===== config.mk =====
export PLATFORM = sky130hd
export DESIGN_NAME = prox_irq_ctrl
export DESIGN_NICKNAME = d
export VERILOG_FILES = /design/src/rtl/prox_irq_ctrl.sv
export SDC_FILE = /design/constraint.sdc
export NUM_CORES = 1
export LEC_CHECK = 0
export ABC_CLOCK_PERIOD_IN_PS = 1700
export BUFFER_PORTS_ARGS = -buffer_cell sky130_fd_sc_hd__buf_4
export CORE_MARGIN = 10
export CORE_UTILIZATION = 35
export CTS_CLUSTER_DIAMETER = 60
export CTS_CLUSTER_SIZE = 40
export DETAILED_ROUTE_END_ITERATION = 7
export PLACE_DENSITY = 0.63
export SLEW_MARGIN = 20
export SYNTH_ARGS = -nofsm -noshare
export SYNTH_HDL_FRONTEND = slang
export SYNTH_SLANG_ARGS = --single-unit

===== constraint.sdc =====
create_clock -name clk -period 1.7 [get_ports clk]
set_input_delay 0.17 -clock clk [delete_from_list [all_inputs] [get_ports clk]]
set_output_delay 0.17 -clock clk [all_outputs]
set_load 0.005 [all_outputs]

===== src/rtl/prox_irq_ctrl.sv =====
module prox_irq_ctrl #(
  parameter int W = 16,
  parameter int PULSE_CYC = 4
) (
  input  logic         clk,
  input  logic         rst_n,
  input  logic         res_valid,
  input  logic [W-1:0] res_value,
  input  logic [W-1:0] thr_hi,
  input  logic [W-1:0] thr_lo,
  input  logic         rd_first,
  input  logic         rd_busy,
  input  logic [2:0]   mode,
  output logic         irq_n,
  output logic         drdy_n,
  output logic         wake_n,
  output logic         cmp_n
);
  localparam int CW = $clog2(PULSE_CYC + 1);
  localparam logic [2:0] M_DRDY = 3'b100;
  localparam logic [2:0] M_CMP  = 3'b010;
  localparam logic [2:0] M_WAKE = 3'b001;
  localparam logic [CW-1:0] STROBE_LEN = CW'(PULSE_CYC);

  logic          cmp_q, wake_q, pend_q, lvl_q;
  logic [CW-1:0] cnt_q;

  wire above   = res_value > thr_hi;
  wire below   = res_value < thr_lo;
  wire drdy_on = lvl_q | (cnt_q != '0);

  always_ff @(posedge clk or negedge rst_n) begin
    if (!rst_n) begin
      cmp_q  <= 1'b0;
      wake_q <= 1'b0;
      pend_q <= 1'b0;
      lvl_q  <= 1'b0;
      cnt_q  <= '0;
    end else begin
      if (res_valid) begin
        if (above)      cmp_q <= 1'b1;
        else if (below) cmp_q <= 1'b0;
      end

      wake_q <= (mode == M_WAKE) && (wake_q || (res_valid && above));

      if (res_valid)     pend_q <= 1'b1;
      else if (rd_first) pend_q <= 1'b0;

      if (res_valid) begin
        if (rd_busy || pend_q) begin
          lvl_q <= 1'b0;
          cnt_q <= STROBE_LEN;
        end else begin
          lvl_q <= 1'b1;
          cnt_q <= '0;
        end
      end else begin
        if (rd_first)      lvl_q <= 1'b0;
        if (cnt_q != '0)   cnt_q <= cnt_q - 1'b1;
      end
    end
  end

  always_comb begin
    case (mode)
      M_DRDY:  irq_n = ~drdy_on;
      M_CMP:   irq_n = ~cmp_q;
      M_WAKE:  irq_n = ~wake_q;
      default: irq_n = 1'b1;
    endcase
  end

  assign drdy_n = ~pend_q;
  assign wake_n = ~wake_q;
  assign cmp_n  = ~cmp_q;
endmodule


* After elaboration in Yosys (flattened, before gate mapping) *
Cells that the tools add are included.

word-level totals
  register bits after elaboration = 7
  logic and storage cells = 35
  bits of input ports = 56
  output and inout bits = 4

cells by class
  muxes and demuxes = 10
  order comparisons = 2
  add/subtract/negate cells = 1
  reduce and logical (&&, ||, !) cells = 9
  bitwise operators = 5
  equal/unequal tests = 3

operators with widths
  kind                                                  number
  greater-than comparator 16 bit                        1
  < comparator 16 bit                                   1
  2-to-1 mux 3 bit                                      3
  2-to-1 mux 1 bit                                      6
  nonzero test 2 bit                                    3
  inverter 1 bit                                        4
  equality test 3 x 1 -> 1 bit (second input constant)  1
  equality test 3 x 2 -> 1 bit (second input constant)  1
  equality test 3 bit (second input constant)           1
  one-hot mux 1 bit (3 select lines)                    1
  nonzero test 3 bit                                    1
  subtractor 3 x 1 -> 3 bit (second input constant)     1
  logical AND 1 bit                                     2
  logical OR 1 bit                                      2
  AND reduction 2 bit                                   1
  bitwise OR 1 bit                                      1

* Logic depth before layout (Yosys ltp) *
  depth in word-level cells = 4
  mapped depth = 7

* Worst setup path after synthesis *
Ideal clock, no wire load.

  kind = input to register
  start = input thr_hi[14]
  end = register cmp_q
  library setup time = 124 ps
  path slack = -35 ps
  required time = 1576 ps
  arrival = 1611 ps
  stages = 7
  cell sequence = inv_1 -> ha_1 -> a21oi_2 -> nand2_1 -> a221o_1 -> o311a_1 -> a211o_1

on the way
  cells in the longest elaborated chain, start to end = 3
  elaborated cells on any way between the ends = 4

ends and longest elaborated chain
  what                                  line  source
  start, declared                       9     input logic [W-1:0] thr_hi,
  greater-than comparator 16 bit *      28    wire above = res_value > thr_hi;
  nonzero test 2 bit (no source line)   -
  AND reduction 2 bit (no source line)  -
  end signal, assigned                  34    cmp_q <= 1'b0;
  end signal, assigned                  41    if (above) cmp_q <= 1'b1;
  end signal, assigned                  42    else if (below) cmp_q <= 1'b0;
  end, declared                         25    logic cmp_q, wake_q, pend_q, lvl_q;

Every way passes the cells marked *; elsewhere a longest branch is shown, timed or not.
A chain may end at the register's enable or synchronous reset.

* Worst setup path in the final report *
  start = input res_value[5]
  end = register cmp_q

on the way
  cells in the longest elaborated chain, start to end = 3
  elaborated cells on any way between the ends = 5

ends and longest elaborated chain
  what                                                                          line    source
  start, declared                                                               8       input logic [W-1:0] res_value,
  greater-than comparator 16 bit / < comparator 16 bit (equally long branches)  28, 29
  nonzero test 2 bit (no source line)                                           -
  AND reduction 2 bit (no source line)                                          -

Several ways; a longest one is shown, not always the timed one.

==> Flow_metrics.wiki <==
{| class="wikitable"
! Metric !! Value
|-
| Run status || complete, no violations
|-
| Post-synth EDFFs || 0
|-
| Internal power || 0.5939 mW
|-
| Horiz. Die Dim || 76.63 um
|-
| Number of max-slew violations in the final report || 0
|-
| Vias in the first global route || 1332
|-
| Clock tree from TritonCTS || done
|-
| Type of element launching the critical path || primary input
|-
| Clk slew on worst S/H paths || 0.05 ns
|-
| Die Y || 76.63 um
|-
| Total area of multi-input combinational cells || 853.3 um^2
|-
| Endpoint arrival time on the critical path || 1.73 ns
|-
| Clock root buffer || sky130_fd_sc_hd__clkbuf_4
|-
| First-pass GRT wire length || 5.630 mm
|-
| Final period util || 94.39%
|-
| CTS max path bufs || 2
|-
| Switching share of power || 34.31%
|-
| Portion of total power attributed to sequential cells || 25.6%
|-
| Number of search-and-repair iterations in the first detailed-routing pass || 4
|-
| Async set-or-reset flop fraction in the synthesized netlist || 100.0%
|-
| Longest individual stage delay on the worst path || 0.33 ns
|-
| Number of antenna diodes || 0
|-
| Buffer count from post-CTS setup fixing || 0
|-
| Post-DP HPWL || 3.163 mm
|-
| Final total negative setup slack || 0 ns
|-
| Storage element area || 175.2 um^2
|-
| Largest vdd supply drop || 0.2126 mV
|-
| Overall Global Routing Usage || 11.00%
|-
| Count of antenna-violating nets left after detailed routing || 0
|-
| DRC violation count after routing || 0
|-
| Routed WL per cell || 12.73 um
|-
| Hold Vio Cnt, Final || 0
|-
| Library cells used by synthesis || 29
|-
| Post-Syn Instances || 143
|-
| Final instance area || 0.001784 mm^2
|-
| Type of the worst setup path || in2reg
|-
| Critical-path top delay cell || sky130_fd_sc_hd__a221o_1
|-
| Clock latency reported for the late side of the worst-skew pair || 0.24 ns
|-
| Leakage dissipation || 1.030 nW
|-
| Vias per inst || 4.676
|-
| Total grt overflow || 0
|-
| Total length of routed wires || 3.335 mm
|-
| Post-Syn Area per Cell || 7.848 um^2
|-
| Row Count || 20
|-
| Number of buffer cells added on primary ports || 59
|-
| Clock H-tree levels || 1
|-
| Number of max-capacitance violations reported || 0
|-
| Number of antenna violations at the first check in global routing || 0
|-
| Power density relative to cell area || 506.7 mW/mm^2
|-
| Crit path cell chain || buf_4, ha_1, a21oi_1, o21ai_0, a221o_1, o311a_1, a211o_1
|-
| RSZ-0062 raised after global routing || false
|-
| Net switching component of the power || 0.3102 mW
|-
| Layout Nets || 308
|-
| Clock power share || 16.2%
|-
| Number of violations reported at the end of detailed-routing iteration 0 || 30
|-
| Standard cell area after detailed placement || 0.001715 mm^2
|-
| Slew at the pin closest to its max-slew limit || 0.3929 ns
|-
| Final count of negative-setup-slack endpoints || 0
|-
| Detailed-route via count || 1225
|-
| Clk sink count || 7
|-
| Area of the core || 0.003053 mm^2
|-
| Flip-flop and latch count after synthesis || 7
|-
| Ys flop type || sky130_fd_sc_hd__dfrtp_1
|-
| Worst setup EP type || flip-flop
|-
| Headroom to the max-slew limit || 73.13%
|-
| Number of filler instances in the final layout || 301
|-
| Layout overhead on the synthesized area || 58.97%
|-
| Worst-case clock skew || 0.001841 ns
|-
| Cts bufs inserted || 3
|-
| Max Clk Rate || 0.6232 GHz
|-
| Area of the mapped netlist || 0.001122 mm^2
|-
| Tmin final || 1.605 ns
|-
| I/O pin count || 60
|-
| Share of the yosys chip area belonging to registers || 15.61%
|-
| Worst path required time || 1.83 ns
|-
| Proportion of power drawn by combinational gates || 58.2%
|-
| Pin count of the biggest net entering global routing || 8
|-
| Min-Delay Path Class || in2reg
|-
| Die area || 0.005871 mm^2
|-
| Layout cell share with drive strength beyond 1 || 35.78%
|-
| Net count after synthesis || 232
|-
| Initial Utilization || 36.76%
|-
| Maximum fanout along the worst path || 2
|-
| Yosys warning total || 0
|-
| Weighted congestion at the end of routability-driven global placement || 0.7500
|}
## path summary, 6_finish.rpt
path / from / end / slack [ns] / cells past startpoint
max: res_value[5] / cmp_q / 0.1 / 7
min: res_valid / cnt_q[0] / 0.11 / 2
max reg2reg: cnt_q[0] / cnt_q[2] / 0.60 / 4
min reg2reg: cnt_q[0] / cnt_q[0] / 0.54 / 2
max in group asynchronous: rst_n / wake_q / 1.30 / 2
min in group asynchronous: rst_n / cnt_q[1] / 0.28 / 2
## registers in the layout, indices dropped and copies added (netlist names)
name    count
lvl_q       1
cnt_q       3
wake_q      1
cmp_q       1
pend_q      1
## cell usage in the layout, fill, tap and decap left out, types with 2 or more instances in the layout
cell type / n
sky130_fd_sc_hd__inv_1: 37
sky130_fd_sc_hd__nor2b_1: 2
sky130_fd_sc_hd__a211o_1: 2
sky130_fd_sc_hd__o21ai_1: 2
sky130_fd_sc_hd__nor3_1: 2
sky130_fd_sc_hd__o21ai_0: 5
sky130_fd_sc_hd__nand2_1: 6
sky130_fd_sc_hd__o211ai_1: 3
sky130_fd_sc_hd__nand3_1: 3
sky130_fd_sc_hd__ha_4: 3
sky130_fd_sc_hd__clkbuf_4: 3
sky130_fd_sc_hd__ha_1: 30
sky130_fd_sc_hd__buf_4: 70
sky130_fd_sc_hd__nor2_1: 9
sky130_fd_sc_hd__a211oi_1: 2
sky130_fd_sc_hd__dfrtp_1: 7
sky130_fd_sc_hd__a21oi_1: 9
sky130_fd_sc_hd__nand4_1: 5
sky130_fd_sc_hd__o31ai_1: 2
## worst max-delay path: cells and delay by family
family / cells / cell delay [ns]
buffers and inverters: 1 / 0.12
adder cells (fa/ha/maj): 1 / 0.30
AO/OA/AOI/OAI: 5 / 1.14
## repair_timing
| item | 4_1_cts | 5_1_grt |
|---|---|---|
| endpoints found under the setup margin | 1 | 2 |
| pin swaps | 0 | 0 |
| gates resized for setup | 1 | 5 |
| gates cloned | 0 | 0 |
| endpoints found under the hold margin | 7 | 0 |
| hold buffers | 1 | 0 |
## routing by layer
layer / track usage (%) / vias to the layer above / part of all wire [%]
li1: - / 648 / -
met1: 11.73 / 536 / 42
met2: 21.17 / 41 / 52
met3: 3.302 / 0 / 6.1
met4: 1.115 / 0 / 0
met5: 0 / - / 0
## through the flow
| step | hold slack (ns) | setup slack [ns] | util [%] | power (mW) | std cells |
|---|---|---|---|---|---|
| after global placement | -0.01507 | -0.1516 | 56.19 | 0.6826 | 257 |
| final | 0.1113 | 0.09532 | 58.44 | 0.9041 | 262 |
| after global routing | 0.1001 | 0.01095 | 58.44 | 1.003 | 262 |
| after detailed placement | -0.01171 | -0.1846 | 56.19 | 0.7070 | 257 |
| after CTS | 0.1071 | 0.01365 | 57.38 | 0.8609 | 262 |
| after floorplan | -0.1256 | 0.03400 | - | 0.4901 | 143 |
## logic make-up after synthesis
family                     synth area share [%]
buffers and inverters                     12.37
AOI/OAI and AO/OA                         19.95
DFF                                       15.61
adders and majority gates                 36.79
muxes                                    0.8919
and+or+nand+nor                           13.60
xor gates and xnor gates                 0.7805
## power groups by stage
stage	sequential [mW]	combinational, mW	clock [mW]
after detailed placement	0.233	0.474	0
final	0.231	0.526	0.147
after CTS	0.230	0.480	0.151
after global routing	0.235	0.601	0.166
after floorplan	0.228	0.262	0
after global placement	0.233	0.450	0
## cell usage after synthesis (2+ instances only)
cell type,instances,area [um^2]
sky130_fd_sc_hd__o21ai_0,7,35.03
sky130_fd_sc_hd__nand2_1,6,22.52
sky130_fd_sc_hd__o31ai_1,2,15.01
sky130_fd_sc_hd__inv_1,37,138.9
sky130_fd_sc_hd__nor2_1,9,33.78
sky130_fd_sc_hd__o211ai_1,3,22.52
sky130_fd_sc_hd__a211oi_1,2,15.01
sky130_fd_sc_hd__nand4_1,5,31.28
sky130_fd_sc_hd__a21oi_1,9,45.04
sky130_fd_sc_hd__nor3_1,2,10.01
sky130_fd_sc_hd__nor2b_1,2,12.51
sky130_fd_sc_hd__ha_1,33,412.9
sky130_fd_sc_hd__a211o_1,2,17.52
sky130_fd_sc_hd__dfrtp_1,7,175.2
sky130_fd_sc_hd__nand3_1,3,15.01
## area by class of cell
| class | instances | area share, % |
|---|---|---|
| timing repair buffer | 71 | 30.01 |
| clock buffer | 4 | 1.473 |
| tap | 44 | 3.086 |
| multi-input combinational | 99 | 47.83 |
| sequential | 7 | 9.818 |
| inverter | 37 | 7.784 |
No activity file was read; power rests on OpenSTA's default activity.
